[config.mk]
export PLATFORM = sky130hd
export DESIGN_NAME = dsadc_ctrl
export DESIGN_NICKNAME = d
export VERILOG_FILES = /design/src/rtl/dsadc_pkg.sv /design/src/rtl/dsadc_sync.sv /design/src/rtl/dsadc_counter.sv /design/src/rtl/dsadc_seq.sv /design/src/rtl/dsadc_result.sv /design/src/rtl/dsadc_ctrl.sv
export SDC_FILE = /design/constraint.sdc
export NUM_CORES = 1
export LEC_CHECK = 0
export BUFFER_PORTS_ARGS = -buffer_cell sky130_fd_sc_hd__buf_4
export CORE_UTILIZATION = 51
export CTS_CLUSTER_SIZE = 8
export DETAILED_ROUTE_END_ITERATION = 10
export GPL_ROUTABILITY_DRIVEN = 0
export PLACE_DENSITY_LB_ADDON = 0.15
export SLEW_MARGIN = 20
export SYNTH_ARGS = -nofsm -noshare
export SYNTH_HDL_FRONTEND = slang
export SYNTH_SLANG_ARGS = --single-unit
export TNS_END_PERCENT = 10
[constraint.sdc]
create_clock -name clk -period 1.81 [get_ports clk]
set_clock_uncertainty 0.2 [all_clocks]
set_input_delay 0.181 -clock clk [delete_from_list [all_inputs] [get_ports clk]]
set_output_delay 0.181 -clock clk [all_outputs]
set_load 0.01 [all_outputs]
[src/rtl/dsadc_pkg.sv]
`timescale 1ns/1ps
package dsadc_pkg;
  typedef enum logic [2:0] {
    PH_IDLE,
    PH_ZERO,
    PH_RUNUP,
    PH_RUNDOWN,
    PH_OFFER
  } phase_t;
endpackage

[src/rtl/dsadc_sync.sv]
`timescale 1ns/1ps
module dsadc_sync #(
  parameter int STAGES = 2
) (
  input  logic clk,
  input  logic rst_n,
  input  logic d,
  output logic q
);
  logic [STAGES-1:0] sh;

  generate
    if (STAGES == 1) begin : g_one
      always_ff @(posedge clk or negedge rst_n)
        if (!rst_n) sh <= '0;
        else        sh <= d;
    end else begin : g_many
      always_ff @(posedge clk or negedge rst_n)
        if (!rst_n) sh <= '0;
        else        sh <= {sh[STAGES-2:0], d};
    end
  endgenerate

  assign q = sh[STAGES-1];
endmodule

[src/rtl/dsadc_counter.sv]
`timescale 1ns/1ps
module dsadc_counter #(
  parameter int W = 8
) (
  input  logic         clk,
  input  logic         rst_n,
  input  logic         clr,
  input  logic         inc,
  output logic [W-1:0] cnt,
  output logic         wrap
);
  assign wrap = inc && (&cnt);

  always_ff @(posedge clk or negedge rst_n)
    if (!rst_n)   cnt <= '0;
    else if (clr) cnt <= '0;
    else if (inc) cnt <= cnt + 1'b1;
endmodule

[src/rtl/dsadc_seq.sv]
`timescale 1ns/1ps
module dsadc_seq
  import dsadc_pkg::*;
#(
  parameter int N      = 8,
  parameter int HOLD_W = 4,
  parameter int LAT    = 2
) (
  input  logic              clk,
  input  logic              rst_n,
  input  logic              convert,
  input  logic [HOLD_W-1:0] hold_cycles,
  input  logic              cmp_s,
  input  logic [N-1:0]      cnt,
  input  logic              wrap,
  input  logic              accept,
  output phase_t            phase,
  output logic              cnt_clr,
  output logic              cnt_inc,
  output logic              finish,
  output logic [N-1:0]      fin_data,
  output logic              fin_ovr
);
  localparam logic [N-1:0]      LAT_N = N'(LAT);
  localparam logic [HOLD_W-1:0] ONE_H = HOLD_W'(1);

  logic [HOLD_W-1:0] hcnt;
  logic              rd_wrapped;
  logic              over;

  // overrange: count has passed 2^N and the latency tail is used up
  assign over     = (phase == PH_RUNDOWN) && rd_wrapped && (cnt == LAT_N);
  assign finish   = (phase == PH_RUNDOWN) && (over || !cmp_s);
  assign fin_ovr  = over;
  always_comb begin
    if (over)                         fin_data = '1;
    else if (!rd_wrapped && cnt < LAT_N) fin_data = '0;
    else                              fin_data = cnt - LAT_N;
  end

  assign cnt_clr = (phase == PH_ZERO) || ((phase == PH_RUNUP) && wrap);
  assign cnt_inc = (phase == PH_RUNUP) || ((phase == PH_RUNDOWN) && !finish);

  always_ff @(posedge clk or negedge rst_n) begin
    if (!rst_n) begin
      phase      <= PH_IDLE;
      hcnt       <= '0;
      rd_wrapped <= 1'b0;
    end else begin
      unique case (phase)
        PH_IDLE: if (convert) begin
          phase      <= PH_ZERO;
          hcnt       <= (hold_cycles == '0) ? ONE_H : hold_cycles;
          rd_wrapped <= 1'b0;
        end
        PH_ZERO: begin
          if (hcnt == ONE_H) phase <= PH_RUNUP;
          else               hcnt  <= hcnt - 1'b1;
        end
        PH_RUNUP:   if (wrap) phase <= PH_RUNDOWN;
        PH_RUNDOWN: begin
          if (finish)    phase      <= PH_OFFER;
          else if (wrap) rd_wrapped <= 1'b1;
        end
        PH_OFFER:   if (accept) phase <= PH_IDLE;
        default:    phase <= PH_IDLE;
      endcase
    end
  end

  // signal window closes only from the counter's top value
  p_runup_len_r3: assert property (@(posedge clk) disable iff (!rst_n)
    (phase == PH_RUNDOWN && $past(phase) == PH_RUNUP) |-> $past(cnt) == '1);
  // zeroing leaves only on its final hold count
  p_zero_len_r2: assert property (@(posedge clk) disable iff (!rst_n)
    (phase == PH_RUNUP && $past(phase) == PH_ZERO) |-> $past(hcnt) == ONE_H);
  // a busy sequencer never re-enters zeroing
  p_busy_ignore_r9: assert property (@(posedge clk) disable iff (!rst_n)
    (phase == PH_RUNUP || phase == PH_RUNDOWN || phase == PH_OFFER) |=> phase != PH_ZERO);
endmodule

[src/rtl/dsadc_result.sv]
`timescale 1ns/1ps
module dsadc_result #(
  parameter int N = 8
) (
  input  logic         clk,
  input  logic         rst_n,
  input  logic         finish,
  input  logic [N-1:0] fin_data,
  input  logic         fin_ovr,
  input  logic         res_ready,
  output logic         res_valid,
  output logic [N-1:0] res_data,
  output logic         res_ovr,
  output logic         accept
);
  assign accept = res_valid && res_ready;

  always_ff @(posedge clk or negedge rst_n) begin
    if (!rst_n) begin
      res_valid <= 1'b0;
      res_data  <= '0;
      res_ovr   <= 1'b0;
    end else if (finish) begin
      res_valid <= 1'b1;
      res_data  <= fin_data;
      res_ovr   <= fin_ovr;
    end else if (accept) begin
      res_valid <= 1'b0;
    end
  end

  // stalled result is frozen
  p_hold_stall_r8: assert property (@(posedge clk) disable iff (!rst_n)
    (res_valid && !res_ready) |=> (res_valid && $stable(res_data) && $stable(res_ovr)));
  // overrange flag implies full-scale code
  p_ovr_full_r6: assert property (@(posedge clk) disable iff (!rst_n)
    res_ovr |-> (res_data == '1));
endmodule

[src/rtl/dsadc_ctrl.sv]
`timescale 1ns/1ps
module dsadc_ctrl
  import dsadc_pkg::*;
#(
  parameter int CNT_W       = 8,
  parameter int HOLD_W      = 4,
  parameter int SYNC_STAGES = 2
) (
  input  logic              clk,
  input  logic              rst_n,
  input  logic              convert,
  input  logic [HOLD_W-1:0] hold_cycles,
  input  logic              cmp_in,
  output logic              int_reset,
  output logic              sel_ref,
  output logic              integrate,
  output logic              res_valid,
  input  logic              res_ready,
  output logic [CNT_W-1:0]  res_data,
  output logic              res_ovr
);
  phase_t             phase;
  logic               cmp_s;
  logic [CNT_W-1:0]   cnt;
  logic               wrap, cnt_clr, cnt_inc, finish, fin_ovr, accept;
  logic [CNT_W-1:0]   fin_data;

  dsadc_sync #(.STAGES(SYNC_STAGES)) u_sync (
    .clk(clk), .rst_n(rst_n), .d(cmp_in), .q(cmp_s)
  );

  dsadc_counter #(.W(CNT_W)) u_cnt (
    .clk(clk), .rst_n(rst_n), .clr(cnt_clr), .inc(cnt_inc), .cnt(cnt), .wrap(wrap)
  );

  dsadc_seq #(.N(CNT_W), .HOLD_W(HOLD_W), .LAT(SYNC_STAGES)) u_seq (
    .clk(clk), .rst_n(rst_n), .convert(convert), .hold_cycles(hold_cycles),
    .cmp_s(cmp_s), .cnt(cnt), .wrap(wrap), .accept(accept), .phase(phase),
    .cnt_clr(cnt_clr), .cnt_inc(cnt_inc), .finish(finish),
    .fin_data(fin_data), .fin_ovr(fin_ovr)
  );

  dsadc_result #(.N(CNT_W)) u_res (
    .clk(clk), .rst_n(rst_n), .finish(finish), .fin_data(fin_data),
    .fin_ovr(fin_ovr), .res_ready(res_ready), .res_valid(res_valid),
    .res_data(res_data), .res_ovr(res_ovr), .accept(accept)
  );

  assign int_reset = (phase == PH_ZERO);
  assign integrate = (phase == PH_RUNUP) || (phase == PH_RUNDOWN);
  assign sel_ref   = (phase == PH_RUNDOWN);

  // zeroing switch and integration never overlap
  p_switch_excl_r2: assert property (@(posedge clk) disable iff (!rst_n)
    $onehot0({int_reset, integrate}));
  // result changes only as a conversion is reported
  p_res_update_r10: assert property (@(posedge clk) disable iff (!rst_n)
    !$stable(res_data) |-> $rose(res_valid));
endmodule

Word level (Yosys, flattened, before mapping). Cells that the tools add are included.

$add $sub $neg: 3. Multiply operators: 0. Divide/modulo/power cells: 0. $lt $le $gt $ge: 1. Equal/unequal tests: 14. Shift operators: 0. Muxes and demuxes: 20. Bitwise operators: 0. Reductions and logical operators: 25.

Operators with widths (number): $mux 8 (4); $mux 3 (5); $pmux 3 s5 (1); $mux 4 (3); $add 8x1->8 const B (1); $eq 8x2->1 const B (1); $logic_and 1x1->1 (8); $lt 8x2->1 const B (1); $ne 2x1->1 const B (4); $ne 2x2->1 const B (4); $pmux 4 s2 (1); $reduce_and 8->1 (1); $reduce_bool 2->1 (4); $sub 8x2->8 const B (1); $eq 3x2->1 const B (2); $mux 1 (5); $reduce_and 5->1 (1); $eq 4x1->1 const B (1); $logic_not 4->1 (1); $logic_or 1x1->1 (4); $reduce_and 4->1 (1); $sub 4x1->4 const B (1); $eq 3x1->1 const B (1); $eq 3x3->1 const B (1); other kinds (4) (6).

Bits in registers: 28. Latch bits: 0. Memory bits (writable): 0. Memory bits (read-only): 0. Input port bits: 9. Output and inout bits: 13. Word-level logic and storage cells: 71. Memories: 0.

Longest topological paths before layout. Gate-level depths: netlist (run 1).

Depth after elaboration: 12. Gate-level depth with buffers: 7. Depth with buffers taken out: 6.

Hierarchy. Synthesis (run 1) repeated with hierarchy kept, for this count alone.

Cells, all modules: 167. Area, all modules: 1715.4 µm².

By module, submodules not included: dsadc_seq (times used 1, cells an instance 100, area each 820.8 µm²); dsadc_result (times used 1, cells an instance 23, area each 415.4 µm²); dsadc_counter (times used 1, cells an instance 39, area each 402.9 µm²); dsadc_sync (times used 1, cells an instance 2, area each 50.0 µm²); dsadc_ctrl (times used 1, cells an instance 3, area each 26.3 µm²).

Worst setup path before layout (run 1). OpenSTA, ideal clock, no wires.

Kind: flip-flop to flip-flop. From: register u_cnt.cnt[0]. To: register u_cnt.cnt[6]. Data arrival time: 1.484 ns. Data required time: 1.489 ns. Slack: 0.005 ns. Stages on the path, launching flop included: 7. Period minus slack after synthesis: 1.805 ns. Path through: dfrtp_1 inv_1 ha_1 nor4bb_4 a21oi_2 o21a_4 a22o_1.

Word-level cells in the longest chain between the ends: 11. Elaborated cells on any way between the ends: 15.

Ends and longest elaborated chain: start: declaration (line dsadc_counter.sv:9) `output logic [W-1:0] cnt,`; start signal: assignment (line dsadc_counter.sv:17) `else if (inc) cnt <= cnt + 1'b1;`; $eq 8x2->1 (line dsadc_seq.sv:32) `assign over = (phase == PH_RUNDOWN) && rd_wrapped && (cnt == LAT_N);`; $logic_and 1x1->1 (line dsadc_seq.sv:32); $logic_or 1x1->1 (line dsadc_seq.sv:33) `assign finish = (phase == PH_RUNDOWN) && (over || !cmp_s);`; $logic_and 1x1->1 (line dsadc_seq.sv:33); $logic_not 1->1 (line dsadc_seq.sv:42) `assign cnt_inc = (phase == PH_RUNUP) || ((phase == PH_RUNDOWN) && !finish);`; $logic_and 1x1->1 (line dsadc_seq.sv:42); $logic_or 1x1->1 (line dsadc_seq.sv:42); $logic_and 1x1->1 (line dsadc_counter.sv:12) `assign wrap = inc && (&cnt);`; $logic_and 1x1->1 (line dsadc_seq.sv:41) `assign cnt_clr = (phase == PH_ZERO) || ((phase == PH_RUNUP) && wrap);`; $logic_or 1x1->1 (line dsadc_seq.sv:41); $mux 8 or $reduce_bool 2->1 (tied branches).

Parallel ways exist; a longest one is shown, timed or not. The select of a mux whose other input is x is not followed. A chain may end at the register's enable or synchronous reset.

Worst setup path after layout (run 1).
From: register u_cnt.cnt[7]. To: register u_res.res_data[3].

Word-level cells in the longest chain between the ends: 4. Elaborated cells on any way between the ends: 8.

Ends and longest elaborated chain: $lt 8x2->1 or $eq 8x2->1 (tied branches) (line dsadc_seq.sv:37, dsadc_seq.sv:32); $logic_and 1x1->1 (on tied branches) (line dsadc_seq.sv:37, dsadc_seq.sv:32); $mux 8 or $logic_or 1x1->1 (tied branches) (line dsadc_seq.sv:37, dsadc_seq.sv:33); $mux 8 or $logic_and 1x1->1 (tied branches) (line dsadc_seq.sv:36, dsadc_seq.sv:33); end signal: assignment (line dsadc_result.sv:25) `res_data <= fin_data;`; end: declaration (line dsadc_result.sv:12) `output logic [N-1:0] res_data,`.

Parallel ways exist; a longest one is shown, timed or not.

==> results.env, run 1 <==
ACHIEVABLE-FREQUENCY_MHz=523
POST-ROUTE-PERIOD-UTIL=1.06
ROUTED_VIA_DENSITY=5.73
RUN_STATUS='complete, but fails checks'
ROUTED_WIRELENGTH_UM=4420
TIGHTEST_SLEW_NS=0.361
PLACE.DETAILED.HPWL_UM=2860
FIN_WS_NS=-0.103
TIMING.SLEW.HEADROOM=0.758
REGAREA_UM2=708
COUNT_OF_SYNTHESIS_STAGE_WARNINGS_FROM_YOSYS=0
FIN_AREA_UM2=2310
FINAL_COMMON_CELL='buf_4'
POWER_W=0.00348
SYNTH_ENABLE_FLOP_CELLS=0
GLOBAL_ROUTE_WIRE_LENGTH_BEFORE_REPAIR_UM=6410
SYNTH_ASYNC_RESET_RATIO=1.00
MOST-COMMON-LAYOUT-CELLS='51 x buf_4, 22 x dfrtp_1, 13 x nor2_1'
DETAILROUTE.VIA_COUNT=1564
TIMING.CRITICAL_PATH.MAX_DELAY_FAMILY='simple AND/OR/NAND/NOR gates'
YS_TYPES=49
POWER_LEAKAGE_nW=1.06
AREA.GROWTH.SYNTH_TO_FINAL_PCT=38.5
CAP_VIOL_MAX_COUNT=0
FAILED_CHECKS='setup timing'
DP_WORST_SETUP_SLACK_NS=-0.0955
NUMCTSBUFFERS=3
SETUP-TNS-FINAL_NS=-0.638
SETUP_REPAIR_AFTER_GLOBAL_ROUTING_MISSED_ITS_MARGIN='yes'
NUMBER_OF_SYNTHESIZED_REGISTER_BITS=28
REPORT.FINAL.HOLD_VIOL_COUNT=0
CP_NUM_BUF_INV=0
DRC=0
GRT_PASS1_VIAS=1442
CTS.PATH.MAX_BUFFERS=2
VDD_IR_DROP_MAX_V=0.000994
YS_SEQ_AREA_FRAC=0.420
TRITONCTS='built'
CRITICALPATHCATEGORY='flip-flop to flip-flop'
GRT-OVFL-TOTAL=0
FILLERS=212
CRITICAL_PATH.ENDPOINT_TYPE='flip-flop'
GRT_TOTAL_USAGE=0.247
PLACED_AREA_UM2=2010
ANTENNA_VIOLATING_NETS_POST_ROUTE=0
GRT_MAX_DEGREE=29
FINISH.NET_COUNT=245
CORE_AREA_UM2=3080
SYNTH_FF_TYPE='dfrtp_1'
MAXSLEWVIOLCOUNT=0
CORE.ROWCOUNT=20
CTS_NUM_SINKS=28
POST_ROUTE_CELLS_DRIVE_ABOVE_1_SHARE=0.419
N_DIODES=0
DIE_H_UM=59.2
CLK_ROOT_BUFFER_CELL='clkbuf_4'
GRT_ANTENNA_BEFORE_REPAIR=0
MAX_STAGE_DELAY_NS=0.57
DRT_PRE_ANTENNA_ITERS=4
SYN_AREA_UM2=1670
WORST_SETUP_HOLD_PATH_CLK_SLEW_NS=0.14
HOLDCRITPATHCLASS='input port to async pin'
WORST-PATH-MAX-FANOUT=6
WORSTPATHCELLLIST='or4_4 -> nor3b_4 -> a21oi_1 -> o22a_1'
DIEWIDTH_UM=59.2
POST_DRT_WL_PER_CELL_UM=16.2
CRIT_PATH_START_KIND='flip-flop'
WORST_SKEW_PAIR.LATE_LATENCY_NS=0.32
MIN_PERIOD_NS=1.91
PORT_BUFFERS=21
WORST_EP_REQUIRED_TIME_NS=1.84
DETAIL_ROUTE.ITER0.VIOLATIONS=105
SYN-MEAN-INSTANCE-AREA_UM2=9.86
CPMAXSTAGEDELAYCELL='or4_4'
CLOCK_TREE.HTREE_LEVEL_COUNT=1
NUM_IO_PINS=22
STARTING_DENSITY=0.541
POWER_DENSITY_nW_PER_UM2=1510
DIEAREA_UM2=3500
NETLIST_INSTANCES=169
FINAL_SETUP_VIOLATIONS=12
MAPPEDNETLISTNETS=184
TIMING.CRITICAL_PATH.ARRIVAL_NS=1.95
MULTI_INPUT_AREA_UM2=942
-- cell families after synthesis --
group,Yosys count,share of synthesized area
and+or+nand+nor,57,0.219
AOI/OAI and AO/OA,55,0.244
DFF,28,0.420
buffers and inverters,21,0.0601
adders and majority gates,6,0.0450
xor gates and xnor gates,1,0.00526
muxes,1,0.00601
-- worst register-to-register path: stages, from the launching register on --
cell,delay [ns]
dfrtp_2,0.47
or4_4,0.58
nor3b_4,0.31
a21oi_1,0.09
o22a_1,0.17
-- path summary, 6_finish.rpt --
kind                                    from           endpoint  slack (ns)  depth (start not counted)
worst max-delay path            u_cnt.cnt[7]  u_res.res_data[3]       -0.10                          4
worst min-delay path                   rst_n       u_cnt.cnt[3]        0.09                          2
worst max register to register  u_cnt.cnt[7]  u_res.res_data[3]       -0.10                          4
worst min register to register  u_sync.sh[0]       u_sync.sh[1]        0.16                          0
max in group asynchronous              rst_n     u_seq.phase[1]        1.03                          2
min in group clk                     convert   u_seq.rd_wrapped        0.16                          3
-- cell usage after synthesis, drive strengths merged (3+ instances only) --
| library cell | number | area (µm²) |
|---|---|---|
| nand2b | 3 | 18.8 |
| nand2 | 7 | 26.3 |
| nand3 | 5 | 25.0 |
| o21ai | 15 | 86.3 |
| o22ai | 4 | 25.0 |
| ha | 6 | 75.1 |
| inv | 14 | 52.6 |
| a21oi | 12 | 63.8 |
| dfrtp | 28 | 701 |
| nor2 | 14 | 60.1 |
| nor3 | 5 | 25.0 |
| and3 | 3 | 18.8 |
| nor4 | 3 | 25.0 |
| buf | 7 | 47.5 |
| o22a | 8 | 70.1 |
-- where the power goes --
part	internal, W	switching [W]	total (W)
clock	0.000123	0.000176	0.000299
combinational	0.00110	0.00105	0.00215
sequential	0.000846	0.000192	0.00104
total	0.00207	0.00141	0.00348
-- registers in the layout, indices dropped and copies added (netlist names) --
signal / flops
u_cnt.cnt: 8
u_res.res_data: 8
u_res.res_ovr: 1
u_res.res_valid: 1
u_seq.hcnt: 4
u_seq.phase: 3
u_seq.rd_wrapped: 1
u_sync.sh: 2
-- layout make-up --
cell class / instances / share of cell area
multi-input cells: 120 / 0.408
clock buffers: 4 / 0.0157
flip-flops and latches: 28 / 0.307
well taps: 44 / 0.0238
repair buffers: 63 / 0.221
inverters: 14 / 0.0249
-- through the flow --
stage / hold WS, ns / utilization / instances
2_1_floorplan: -0.315 / - / 169
3_5_place_dp: -0.0767 / 0.654 / 251
4_1_cts: 0.0962 / 0.703 / 263
5_1_grt: 0.118 / 0.750 / 273
3_3_place_gp: -0.0856 / 0.654 / 251
6_report: 0.0887 / 0.750 / 273
-- routing by layer --
| layer | routed length [µm] | vias up | share of wire | track usage |
|---|---|---|---|---|
| met3 | 174 | 15 | 0.039 | 0.0284 |
| met5 | 0 | - | 0 | 0 |
| li1 | - | 740 | - | - |
| met4 | 133 | 0 | 0.030 | 0.109 |
| met2 | 2180 | 58 | 0.49 | 0.417 |
| met1 | 1930 | 751 | 0.44 | 0.320 |
-- what timing repair did --
| action | in CTS | in global routing |
|---|---|---|
| pin swaps | 2 | 4 |
| endpoints found under the hold margin | 35 | 0 |
| resized for setup | 11 | 22 |
| setup endpoints to repair | 18 | 22 |
| hold buffers | 7 | 0 |
| buffers inserted | 1 | 10 |
No activity file was read; power rests on OpenSTA's default activity.
==> inputs of run 2 (changes only) <==
- RECOVER_POWER: default -> 50
==> results.env, run 2 (synthesized netlist as in run 1, its figures left out) <==
DETAILROUTE.VIA_COUNT=1564
AREA.GROWTH.SYNTH_TO_FINAL_PCT=38.4
SETUP_REPAIR_AFTER_GLOBAL_ROUTING_MISSED_ITS_MARGIN='yes'
PLACE.DETAILED.HPWL_UM=2860
TIGHTEST_SLEW_NS=0.702
TIMING.CRITICAL_PATH.ARRIVAL_NS=1.95
STARTING_DENSITY=0.541
GRT_PASS1_VIAS=1442
CLOCK_TREE.HTREE_LEVEL_COUNT=1
DRT_PRE_ANTENNA_ITERS=4
ANTENNA_VIOLATING_NETS_POST_ROUTE=0
WORST_SKEW_PAIR.LATE_LATENCY_NS=0.32
POST_LAYOUT_NONFILLER_INSTANCES=273
NUM_IO_PINS=22
RUN_STATUS='complete, but fails checks'
CRITICALPATHCATEGORY='flip-flop to flip-flop'
ROUTED_VIA_DENSITY=5.73
MOST-COMMON-LAYOUT-CELLS='49 x buf_4, 22 x dfrtp_1, 13 x nor2_1'
FINAL_SETUP_VIOLATIONS=12
DIE_H_UM=59.2
GRT-OVFL-TOTAL=0
ACHIEVABLE-FREQUENCY_MHz=523
GRT_MAX_DEGREE=29
PORT_BUFFERS=21
WORST_EP_REQUIRED_TIME_NS=1.84
R2R-START='u_cnt.cnt[7]'
WORST-PATH-MAX-FANOUT=6
WORSTPATHCELLLIST='or4_4 -> nor3b_4 -> a21oi_1 -> o22a_1'
TIMING.CRITICAL_PATH.MAX_DELAY_FAMILY='simple AND/OR/NAND/NOR gates'
MAX_STAGE_DELAY_NS=0.57
CTS.PATH.MAX_BUFFERS=2
GRT_TOTAL_USAGE=0.247
NUMCTSBUFFERS=3
POWER_DENSITY_nW_PER_UM2=1510
FINISH.NET_COUNT=245
POST_DRT_WL_PER_CELL_UM=16.2
CORE.ROWCOUNT=20
REPORT.FINAL.HOLD_VIOL_COUNT=0
CP_NUM_BUF_INV=0
GRT_ANTENNA_BEFORE_REPAIR=0
CLK_ROOT_BUFFER_CELL='clkbuf_4'
FIN_WS_NS=-0.103
CRITICAL_PATH.ENDPOINT_TYPE='flip-flop'
RRSETUPSLACK_NS=-0.10
FINAL_CORE_UTIL=0.749
POST-ROUTE-PERIOD-UTIL=1.06
CRIT_PATH_START_KIND='flip-flop'
POWER_LEAKAGE_nW=1.06
CAP_VIOL_MAX_COUNT=0
DIEWIDTH_UM=59.2
POST_ROUTE_CELLS_DRIVE_ABOVE_1_SHARE=0.419
GLOBAL_ROUTE_WIRE_LENGTH_BEFORE_REPAIR_UM=6410
DRC=0
HOLDCRITSTARTPOINT='convert'
POWER_W=0.00348
TRITONCTS='built'
TOP_REGS='u_cnt.cnt: 8 flops, u_res.res_data: 8 flops, u_seq.hcnt: 4 flops'
CPMAXSTAGEDELAYCELL='or4_4'
N_DIODES=0
CTS_NUM_SINKS=28
ROUTED_WIRELENGTH_UM=4420
VDD_IR_DROP_MAX_V=0.000994
FINAL_COMMON_CELL='buf_4'
CRITICAL_PATH.REG2REG.ENDPOINT='u_res.res_data[3]'
FAILED_CHECKS='setup timing'
MAXSLEWVIOLCOUNT=0
WORST-R2R-CELL-COUNT=4
DIEAREA_UM2=3500
HOLDCRITPATHCLASS='input port to flip-flop'
STAGES_ON_WORST_SETUP_PATH=4
MIN_PERIOD_NS=1.91
CORE_AREA_UM2=3080
MIN_TO='u_seq.rd_wrapped'
DETAIL_ROUTE.ITER0.VIOLATIONS=105
TIMING.HOLD.WORST_PATH_DEPTH=3
PLACE.DETAILED.INSTANCES=251
TIMING.SLEW.HEADROOM=0.532
WORST_SETUP_HOLD_PATH_CLK_SLEW_NS=0.14
## run 2: cell count changes in the layout (fill, tap and decap cells not counted), sizes merged
cell    change
buf         -2
clkbuf      +2
## run 2: report_power, final
group          switching [W]  internal [W]  total (W)
clock               0.000176      0.000123   0.000299
sequential          0.000192      0.000846    0.00104
combinational        0.00105       0.00110    0.00214
## run 2: final cells by class
| cell class | count | area [µm²] |
|---|---|---|
| Multi-Input combinational cell | 120 | 942 |
| Inverter | 14 | 57.6 |
| Sequential cell | 28 | 708 |
| Tap cell | 44 | 55.1 |
| Clock buffer | 4 | 36.3 |
| Timing Repair Buffer | 63 | 507 |
| Fill cell | 213 | 772 |
## run 2: metrics by stage
step	setup slack, ns	setup TNS, ns	hold WS, ns	cell area (µm²)
5_1_grt	-0.163	-1.77	0.152	2310
6_report	-0.103	-0.638	0.159	2310
3_3_place_gp	-0.0613	-0.354	-0.0856	2010
3_5_place_dp	-0.0955	-0.878	-0.0767	2010
4_1_cts	-0.0907	-0.874	0.0962	2160
2_1_floorplan	0.00507	0	-0.315	1670
## run 2: how the worst max path moves through the flow
stage,endpoint,slack [ns],from
detailed placement,u_seq.phase[0],-0.1,u_cnt.cnt[1]
global route,u_res.res_data[1],-0.16,u_cnt.cnt[7]
CTS,u_res.res_data[1],-0.09,u_cnt.cnt[7]
global placement,u_res.res_data[5],-0.06,u_cnt.cnt[7]
finish,u_res.res_data[3],-0.10,u_cnt.cnt[7]
floorplan,u_cnt.cnt[6],0.005,u_cnt.cnt[0]
## run 2: metal layers
layer	vias up	track usage	share of wire
met5	-	0	0
met4	0	0.109	0.030
met3	15	0.0284	0.039
met2	58	0.417	0.49
met1	751	0.320	0.44
li1	740	-	-
## run 2: timing repair
item,in CTS,in global routing
buffers inserted,1,10
hold buffers,7,0
hold endpoints to repair,35,0
pin swaps,2,4
resized for setup,11,22
setup endpoints to repair,18,22
## run 2: worst reg2reg max path, cell delays in order, from the launching register on
cell     delay (ns)
dfrtp_2        0.47
or4_4          0.58
nor3b_4        0.31
a21oi_1        0.09
o22a_1         0.17
